### src/rtl/dfr_pkg.sv
package dfr_pkg;

   localparam int BYTE_W = 8;

   typedef enum logic [2:0] {
      BC_DATA = 3'd0,
      BC_FILL = 3'd1,
      BC_SOP  = 3'd2,
      BC_EOP  = 3'd3,
      BC_CHAN = 3'd4,
      BC_ESC  = 3'd5
   } byte_cls_t;

   typedef enum logic [1:0] {
      EK_NONE  = 2'd0,
      EK_CHAN  = 2'd1,
      EK_ORDER = 2'd2,
      EK_DESC  = 2'd3
   } err_kind_t;

   typedef struct packed {
      logic esc;
      logic eop;
      logic chan;
   } pkt_flags_t;

endpackage

### src/rtl/dfr_classify.sv
module dfr_classify
   import dfr_pkg::*;
#(
   parameter int                        NUM_ESC   = 2,
   parameter logic [NUM_ESC*BYTE_W-1:0] ESC_LIST  = 16'h7D4D,
   parameter logic [BYTE_W-1:0]         SOP_CODE  = 8'h7A,
   parameter logic [BYTE_W-1:0]         EOP_CODE  = 8'h7B,
   parameter logic [BYTE_W-1:0]         CHAN_CODE = 8'h7C,
   parameter logic [BYTE_W-1:0]         FILL_CODE = 8'h4A
) (
   input  logic [BYTE_W-1:0] code_i,
   output byte_cls_t         cls_o
);

   logic [NUM_ESC-1:0] esc_hit;

   generate
      for (genvar g = 0; g < NUM_ESC; g++) begin : g_esc
         assign esc_hit[g] = (code_i == ESC_LIST[g*BYTE_W +: BYTE_W]);
      end
   endgenerate

   always_comb begin
      if (code_i == FILL_CODE)      cls_o = BC_FILL;
      else if (code_i == SOP_CODE)  cls_o = BC_SOP;
      else if (code_i == EOP_CODE)  cls_o = BC_EOP;
      else if (code_i == CHAN_CODE) cls_o = BC_CHAN;
      else if (|esc_hit)            cls_o = BC_ESC;
      else                          cls_o = BC_DATA;
   end

endmodule

### src/rtl/dfr_timer.sv
module dfr_timer #(
   parameter int TO_W   = 16,
   parameter bit ENABLE = 1'b1
) (
   input  logic            clk,
   input  logic            rst_n,
   input  logic            active,
   input  logic            restart,
   input  logic [TO_W-1:0] limit,
   output logic            expire
);

   generate
      if (ENABLE) begin : g_on
         logic [TO_W-1:0] cnt;
         logic            armed;

         assign armed  = active && !restart && (limit != '0);
         assign expire = armed && (cnt == (limit - 1'b1));

         always_ff @(posedge clk) begin
            if (!rst_n)
               cnt <= '0;
            else if (!armed || expire)
               cnt <= '0;
            else
               cnt <= cnt + 1'b1;
         end
      end else begin : g_off
         logic unused_tmr;
         assign unused_tmr = ^{clk, rst_n, active, restart, limit};
         assign expire     = 1'b0;
      end
   endgenerate

endmodule

### src/rtl/dfr_parse.sv
module dfr_parse
   import dfr_pkg::*;
#(
   parameter logic [BYTE_W-1:0] XOR_MASK = 8'h20,
   parameter logic [BYTE_W-1:0] CHAN_ID  = 8'h00
) (
   input  logic              clk,
   input  logic              rst_n,
   input  logic              in_valid,
   input  logic [BYTE_W-1:0] in_byte,
   input  byte_cls_t         cls,
   input  logic              expire,
   output logic              in_pkt,
   output logic              out_valid,
   output logic [BYTE_W-1:0] out_byte,
   output logic              out_last,
   output logic              err_pulse,
   output logic [1:0]        err_kind,
   output logic              timeout_pulse
);

   logic              hunt_q,  hunt_d;
   pkt_flags_t        flg_q,   flg_d;
   logic              ov_d,    ol_d,  to_d;
   logic [BYTE_W-1:0] ob_d;
   err_kind_t         ek_d;

   assign in_pkt = !hunt_q;

   always_comb begin
      hunt_d = hunt_q;
      flg_d  = flg_q;
      ov_d   = 1'b0;
      ol_d   = 1'b0;
      ob_d   = '0;
      ek_d   = EK_NONE;
      to_d   = 1'b0;
      if (expire) begin
         to_d   = 1'b1;
         hunt_d = 1'b1;
         flg_d  = '0;
      end else if (in_valid) begin
         if (hunt_q) begin
            if (cls == BC_SOP) begin
               hunt_d = 1'b0;
               flg_d  = '0;
            end
         end else if (cls == BC_FILL) begin
            hunt_d = hunt_q;
         end else if (flg_q.chan) begin
            if (in_byte != CHAN_ID) ek_d = EK_CHAN;
            else                    flg_d.chan = 1'b0;
         end else begin
            unique case (cls)
               BC_SOP:  flg_d = '0;
               BC_EOP: begin
                  if (flg_q.esc || flg_q.eop) ek_d = EK_ORDER;
                  else                        flg_d.eop = 1'b1;
               end
               BC_CHAN: begin
                  if (flg_q.esc || flg_q.eop) ek_d = EK_ORDER;
                  else                        flg_d.chan = 1'b1;
               end
               BC_ESC: begin
                  if (flg_q.esc) ek_d = EK_DESC;
                  else           flg_d.esc = 1'b1;
               end
               default: begin
                  ov_d      = 1'b1;
                  ob_d      = flg_q.esc ? (in_byte ^ XOR_MASK) : in_byte;
                  ol_d      = flg_q.eop;
                  flg_d.esc = 1'b0;
                  if (flg_q.eop) begin
                     hunt_d = 1'b1;
                     flg_d  = '0;
                  end
               end
            endcase
         end
         if (ek_d != EK_NONE) begin
            hunt_d = 1'b1;
            flg_d  = '0;
         end
      end
   end

   always_ff @(posedge clk) begin
      if (!rst_n) begin
         hunt_q        <= 1'b1;
         flg_q         <= '0;
         out_valid     <= 1'b0;
         out_byte      <= '0;
         out_last      <= 1'b0;
         err_pulse     <= 1'b0;
         err_kind      <= 2'd0;
         timeout_pulse <= 1'b0;
      end else begin
         hunt_q        <= hunt_d;
         flg_q         <= flg_d;
         out_valid     <= ov_d;
         out_byte      <= ob_d;
         out_last      <= ol_d;
         err_pulse     <= (ek_d != EK_NONE);
         err_kind      <= ek_d;
         timeout_pulse <= to_d;
      end
   end

endmodule

### src/rtl/esc_deframer.sv
module esc_deframer
   import dfr_pkg::*;
#(
   parameter int                        TO_W       = 16,
   parameter bit                        TIMEOUT_EN = 1'b1,
   parameter int                        NUM_ESC    = 2,
   parameter logic [NUM_ESC*BYTE_W-1:0] ESC_LIST   = 16'h7D4D,
   parameter logic [BYTE_W-1:0]         SOP_CODE   = 8'h7A,
   parameter logic [BYTE_W-1:0]         EOP_CODE   = 8'h7B,
   parameter logic [BYTE_W-1:0]         CHAN_CODE  = 8'h7C,
   parameter logic [BYTE_W-1:0]         FILL_CODE  = 8'h4A,
   parameter logic [BYTE_W-1:0]         XOR_MASK   = 8'h20,
   parameter logic [BYTE_W-1:0]         CHAN_ID    = 8'h00
) (
   input  logic              clk,
   input  logic              rst_n,
   input  logic              in_valid,
   input  logic [7:0]        in_byte,
   input  logic [TO_W-1:0]   timeout_limit,
   output logic              out_valid,
   output logic [7:0]        out_byte,
   output logic              out_last,
   output logic              err_pulse,
   output logic [1:0]        err_kind,
   output logic              timeout_pulse
);

   generate
      if (TO_W < 2 || TO_W > 32) begin : g_bad_tow
         $error("esc_deframer: TO_W must lie in 2..32");
      end
      if (NUM_ESC < 1) begin : g_bad_esc
         $error("esc_deframer: at least one escape code is needed");
      end
   endgenerate

   byte_cls_t cls;
   logic      in_pkt;
   logic      expire;
   logic      restart;

   assign restart = in_valid && (cls != BC_FILL);

   dfr_classify #(
      .NUM_ESC   (NUM_ESC),
      .ESC_LIST  (ESC_LIST),
      .SOP_CODE  (SOP_CODE),
      .EOP_CODE  (EOP_CODE),
      .CHAN_CODE (CHAN_CODE),
      .FILL_CODE (FILL_CODE)
   ) u_cls (
      .code_i (in_byte),
      .cls_o  (cls)
   );

   dfr_timer #(
      .TO_W   (TO_W),
      .ENABLE (TIMEOUT_EN)
   ) u_tmr (
      .clk     (clk),
      .rst_n   (rst_n),
      .active  (in_pkt),
      .restart (restart),
      .limit   (timeout_limit),
      .expire  (expire)
   );

   dfr_parse #(
      .XOR_MASK (XOR_MASK),
      .CHAN_ID  (CHAN_ID)
   ) u_parse (
      .clk           (clk),
      .rst_n         (rst_n),
      .in_valid      (in_valid),
      .in_byte       (in_byte),
      .cls           (cls),
      .expire        (expire),
      .in_pkt        (in_pkt),
      .out_valid     (out_valid),
      .out_byte      (out_byte),
      .out_last      (out_last),
      .err_pulse     (err_pulse),
      .err_kind      (err_kind),
      .timeout_pulse (timeout_pulse)
   );

endmodule


### config.mk
export PLATFORM = sky130hd
export DESIGN_NAME = esc_deframer
export DESIGN_NICKNAME = d
export VERILOG_FILES = /design/src/rtl/dfr_pkg.sv /design/src/rtl/dfr_classify.sv /design/src/rtl/dfr_timer.sv /design/src/rtl/dfr_parse.sv /design/src/rtl/esc_deframer.sv
export SDC_FILE = /design/constraint.sdc
export NUM_CORES = 1
export LEC_CHECK = 0
export CELL_PAD_IN_SITES_DETAIL_PLACEMENT = 1
export CELL_PAD_IN_SITES_GLOBAL_PLACEMENT = 1
export CORE_AREA = 2 2 82 84
export CTS_CLUSTER_DIAMETER = 150
export CTS_CLUSTER_SIZE = 20
export DETAILED_ROUTE_END_ITERATION = 6
export DIE_AREA = 0 0 84 86
export PLACE_DENSITY = 0.74
export REMOVE_ABC_BUFFERS = 1
export SKIP_CTS_REPAIR_TIMING = 1
export SLEW_MARGIN = 25
export SYNTH_ARGS = -nofsm -noshare
export SYNTH_HDL_FRONTEND = slang
export SYNTH_HIERARCHICAL = 1
export SYNTH_SLANG_ARGS = --single-unit
### constraint.sdc
create_clock -name clk -period 3.2 [get_ports clk]
set_input_delay 0.64 -clock clk [delete_from_list [all_inputs] [get_ports clk]]
set_output_delay 0.64 -clock clk [all_outputs]
set_load 0.02 [all_outputs]
# Word-level counts from Yosys, hierarchy flattened
# Index checks and enable logic that the tools add are counted.
# W data, S select, Z words.
[totals]
regBits = 34
latchBits = 0
mem_bits_rw = 0
rom_bits = 0
in_bits = 27
out_inout_bits = 14
wordCells = 97
memories = 0
[classes]
addsub = 2
n_mul = 0
div_mod_pow = 0
order_cmp = 0
eq_ne = 19
shift = 0
muxes = 38
n_bitwise = 3
n_reduce_logical = 24
[op_table]
columns = ["op", "n"]
rows = [
  ["$eq A8 B7 Y1 const B", 6],
  ["$mux W3", 9],
  ["$mux W2", 10],
  ["$add A16 B1 Y16 const B", 1],
  ["$eq A16 B16 Y1", 1],
  ["$reduce_bool A16 Y1", 1],
  ["$sub A16 B1 Y16 const B", 1],
  ["$mux W1", 15],
  ["$reduce_or A10 Y1", 1],
  ["$reduce_or A2 Y1", 5],
  ["$ne A3 B1 Y1 const B", 3],
  ["$reduce_bool A8 Y1", 1],
  ["$eq A3 B2 Y1 const B", 2],
  ["$eq A3 B3 Y1 const B", 2],
  ["$mux W6", 1],
  ["$ne A3 B2 Y1 const B", 2],
  ["$reduce_and A6 Y1", 1],
  ["$reduce_or A6 Y1", 1],
  ["$reduce_and A5 Y1", 1],
  ["$logic_and A1 B1 Y1", 4],
  ["$ne A4 B3 Y1 const B", 1],
  ["$pmux W1 S2", 2],
  ["$pmux W2 S2", 1],
  ["$reduce_bool A2 Y1", 2],
  ["7 further kinds", 12],
]

# Longest topological paths before layout
# Gate-level depths: netlist of run 1.
[logic_depth]
word_depth = 18
depth_mapped = 13
ltp_nobuf = 13

# By module
# The synthesis of run 1 kept the hierarchy.
[modules_own_cells]
columns = ["module", "instances", "cells_each", "area_per_inst_um2", "seq_area_each_um2"]
rows = [
  ["dfr_timer", 1, 155, 1241.2, 320.3],
  ["dfr_parse", 1, 85, 789.5, 360.3],
  ["dfr_classify", 1, 13, 87.6, 0.0],
  ["esc_deframer", 1, 2, 11.3, 0.0],
]

# Worst setup path before layout of run 1
# No wires, ideal clock.
[synth_path]
path_type = "input to register"
startpoint = "in timeout_limit[0]"
endpoint = "reg u_parse.out_byte[5]"
setup_time_ps = 60
arrival_time_ps = 3382
required_ps = 3140
path_slack_ps = -241
cell_stages = 13
path_buffers = 0
cell_sequence = "inv_1 > ha_1 > or4b_4 > or4_4 > xor2_1 > a21oi_2 > o21ai_2 > nand4_1 > and4bb_2 > nor2b_1 > nand3_1 > nor3b_2 > and2_1"
[synth_via]
elab_chain_len = 4
elab_cells_between_ends = 6
cone_classes = "add/sub (1); eq/ne (1); reduce/logical (4)"
[synth_rtl]
columns = ["element", "line", "text"]
rows = [
  ["start, declared", "esc_deframer.sv:19", "input logic [TO_W-1:0] timeout_limit,"],
  ["$sub A16 B1 Y16 / $reduce_bool A16 Y1 (equally long branches)", "dfr_timer.sv:19, dfr_timer.sv:18", ""],
  ["$eq A16 B16 Y1 / $logic_and A1 B1 Y1 (equally long branches)", "dfr_timer.sv:19, dfr_timer.sv:18", ""],
  ["$logic_and A1 B1 Y1 (*)", "dfr_timer.sv:19", "assign expire = armed && (cnt == (limit - 1'b1));"],
  ["net expire", "esc_deframer.sv:39", "logic expire;"],
  ["$reduce_or A10 Y1 (no source line) (*)", "n/a", ""],
  ["end signal, assigned", "dfr_parse.sv:92", "out_byte <= '0;"],
  ["end signal, assigned", "dfr_parse.sv:101", "out_byte <= ob_d;"],
  ["end, declared", "dfr_parse.sv:15", "output logic [BYTE_W-1:0] out_byte,"],
]
# Mark *: on every way through the listed nets, which the timed path passes. The rest lies on a longest branch.
# A chain may end at the register's enable or synchronous reset.

# Worst setup path in the final report of run 1
[layout_path]
startpoint = "in timeout_limit[1]"
endpoint = "reg u_parse.out_byte[2]"
# The elaborated chain is that of the path after synthesis.

==> results.md, run 1 <==
* Violations in the final reports: setup timing
* Critical path startpoint category: input port
* Antenna violations before repair at 0
* Power per cell area at 279 nW/um^2
* Max-slew headroom at between 70% and 80%
* Total number of nets in the final design at 374
* Total I/O pin count at between 40 and 50
* DR pass1 iterations at 4
* Final Worst Setup Slack at -0.162 ns
* Most used DFF post-synth: sky130_fd_sc_hd__dfxtp_1
* Clock root buffer: sky130_fd_sc_hd__clkbuf_8
* Hold violation total from the final report at 0
* Final period demand of the worst path at 3.36 ns
* Post-route ant nets at 0
* Warning count from the yosys run at 6
* Layout overhead on the synthesized area at 47.2%
* Worst slack after detailed placement at -0.730 ns
* TritonCTS sink count at 34
* Per-cell via count in the routed design at 5.21
* Outcome: complete, but fails checks
* Vias in the first global route at 2392
* Worst Skew at between 0.004 and 0.005 ns
* CTS buffer count at 5
* Placed cell areas at 2930 sq um
* Fraction of the cycle the final worst path needs at 105%
* Final core utilization at 49.9%
* Static Leakage at 1.22 nW
* Most frequent standard cell in the layout excluding fill and tap cells: sky130_fd_sc_hd__buf_4
* Maximum vdd ir drop at around 180 uV
* Detailed-route wire length per cell at 15.2 um
* Clock Pin Slew Worst Setup and Hold Paths at ~0.070 ns
* Core outline area at 6280 sq um
* Post-Place Cells at 412
* Critical Path RT at 3.43 ns
* Share of post-route cells with drive strength above 1 at roughly 24%
* Mapped Cells at around 260
* Actual slew at the worst max-slew pin at roughly 0.44 ns
* Logic depth of the worst register-to-register path at 11
* Critical Path End Type: flip-flop
* Global Route Usage Sum at 17.7%
* Routed wire length at 6420 um
* Global-route wire length before repair at 10500 um
* Routability cong. at 0.932
* Number of design rule violations left after detail routing at 0
* Starting Density at between 30% and 40%
* Later-pin clock latency in the skew report at roughly 0.28 ns
* Total overflow reported by the global router at 0
* Number of synthesized register bits at 34
* Portion of the post-synthesis area used by sequential elements at 32.0%
* Signal arrival time at the worst endpoint at 3.59 ns
* Critical setup path kind: in -> reg
* Iteration-0 DRC Markers at 90
* Die boundary width at ~84 um
* Post-synthesis area per instance at 8.35 sq um
* Post-synthesis instance area at 2130 sq um
* Post-DP HPWL at 4800 um
* Die boundary height at approximately 86 um
* Top fanout value on the critical path at 5
* Pin count of the biggest net entering global routing at 17
* EDFF count, synth at 0
* Final cell count without fillers at 422
* Total setup violations reported at the end of the flow at 16
* Path category of the worst min-delay check: reg -> reg
* Std-Cell Rows at 29
* Total of buffers placed on input and output ports at 40
* Clock tree from TritonCTS: done
* Maximum Capacitance Violations at 0
* Number of buffers on the longest clock path at 2
* Count of antenna diodes in the layout at 0
* Most frequent cells in the layout: 43 x sky130_fd_sc_hd__buf_4, 37 x sky130_fd_sc_hd__nor2_1, 35 x sky130_fd_sc_hd__clkdlybuf4s50_1, 34 x sky130_fd_sc_hd__dfxtp_1, 17 x sky130_fd_sc_hd__xor2_1
* Post-route cell area at 3130 sq um
* Fraction of synthesis flops using an asynchronous set or reset pin at 0%
* Die area at 7220 sq um
* Fin. max-slew vios at 0
* H-Tree Depth at 2
* Highest clock rate at 297 MHz
* Number of distinct standard cells referenced by the synthesized netlist at 53
* Via count at 2200
* RSZ-0062 raised after global routing: yes
* Worst hold path stage count at 1
## stage by stage
stage	TNS [ns]	power (mW)	hold slack, ns
after floorplan	-2.15	0.474	0.440
after global placement	-12.64	0.552	0.459
after detailed placement	-16.31	0.555	0.472
after CTS	-6.43	0.883	0.487
after global routing	-2.71	0.921	0.542
final	-1.15	0.874	0.483
## report_power, final
group | total [mW] | internal (mW) | leakage [nW] | switching [mW]
sequential | 0.423 | 0.423 | 0.274 | 0.000167
combinational | 0.130 | 0.0717 | 0.899 | 0.0585
clock | 0.320 | 0.173 | 0.0482 | 0.147
## synth_stat cells (all sizes together) (4+ instances only)
master	n	area, sq um
a21oi	6	33.8
a31oi	4	25.0
and2	11	68.8
and3	5	31.3
dfxtp	34	681
inv	12	45.0
nand2	11	41.3
nand2b	4	25.0
nand3	13	65.1
nor2	37	139
nor2b	7	43.8
nor3	11	55.1
nor4b	4	47.6
o21ai	8	51.3
or3	4	25.0
xnor2	16	140
xor2	18	158
## final timing paths
kind | startpoint | end | slack (ns)
min reg2reg | u_tmr/g_on.cnt[0]$_SDFF_PP0_ | u_tmr/g_on.cnt[0]$_SDFF_PP0_ | 0.48
min | u_tmr/g_on.cnt[0]$_SDFF_PP0_ | u_tmr/g_on.cnt[0]$_SDFF_PP0_ | 0.48
max reg2reg | u_tmr/g_on.cnt[3]$_SDFF_PP0_ | u_parse/out_byte[0]$_SDFF_PP0_ | 0.66
max | timeout_limit[1] | u_parse/out_byte[2]$_SDFF_PP0_ | -0.16
## per-layer routing
| metal | GRT usage [%] | share of wire, % | vias to the layer above |
|---|---|---|---|
| met4 | 7.62 | 1.7 | 0 |
| li1 | - | - | 1084 |
| met5 | 0 | 0 | - |
| met1 | 20.4 | 43 | 1063 |
| met3 | 3.08 | 3.5 | 10 |
| met2 | 32.1 | 52 | 43 |
## critical path, cell delays in order
cell                       delay (ns)
sky130_fd_sc_hd__buf_6           0.10
sky130_fd_sc_hd__inv_4           0.05
sky130_fd_sc_hd__ha_4            0.12
sky130_fd_sc_hd__or4b_4          0.47
sky130_fd_sc_hd__or4_4           0.57
sky130_fd_sc_hd__xor2_2          0.20
sky130_fd_sc_hd__a21oi_2         0.14
sky130_fd_sc_hd__o21ai_2         0.08
sky130_fd_sc_hd__nand4_1         0.13
sky130_fd_sc_hd__and4bb_2        0.28
sky130_fd_sc_hd__nor2b_4         0.15
sky130_fd_sc_hd__nand3_4         0.12
sky130_fd_sc_hd__nor3b_4         0.36
sky130_fd_sc_hd__and2_1          0.18
## cell families (layout without fill, tap and decap cells)
logic type | after synthesis | in the layout | share of synthesized area, %
AND/OR/NAND/NOR | 130 | 131 | 34.8
AO/OA/AOI/OAI | 37 | 37 | 13.2
XOR/XNOR | 34 | 34 | 14.0
flip-flops | 34 | 34 | 32.0
buffers and inverters | 14 | 103 | 2.82
adder cells (fa/ha/maj) | 3 | 3 | 1.76
multiplexers | 3 | 3 | 1.47
## sequential cells by signal (all words and copies together) (netlist names), 2 cells and up
name              count
u_parse/flg_q         3
u_parse/err_kind      2
u_parse/out_byte      8
u_tmr/g_on.cnt       16
## layout make-up
type                       instances  area, sq um
clock buffer                       7         86.3
clock inverter                     1         5.00
fill                             744         3140
inverter                          12         47.5
multi-input combinational        208         1490
sequential                        34          681
tap                               77         96.3
timing repair buffer              83          733
Note: power is estimated with default switching activity, not from simulation.
==> run 2: changes to the inputs <==
--- a/config.mk
+++ b/config.mk
@@ -20,3 +20,4 @@
 export SYNTH_HDL_FRONTEND = slang
 export SYNTH_HIERARCHICAL = 1
 export SYNTH_SLANG_ARGS = --single-unit
+export TNS_END_PERCENT = 50
==> results of run 2 <==
Final layout, timing and power as in run 1 (identical DEF).
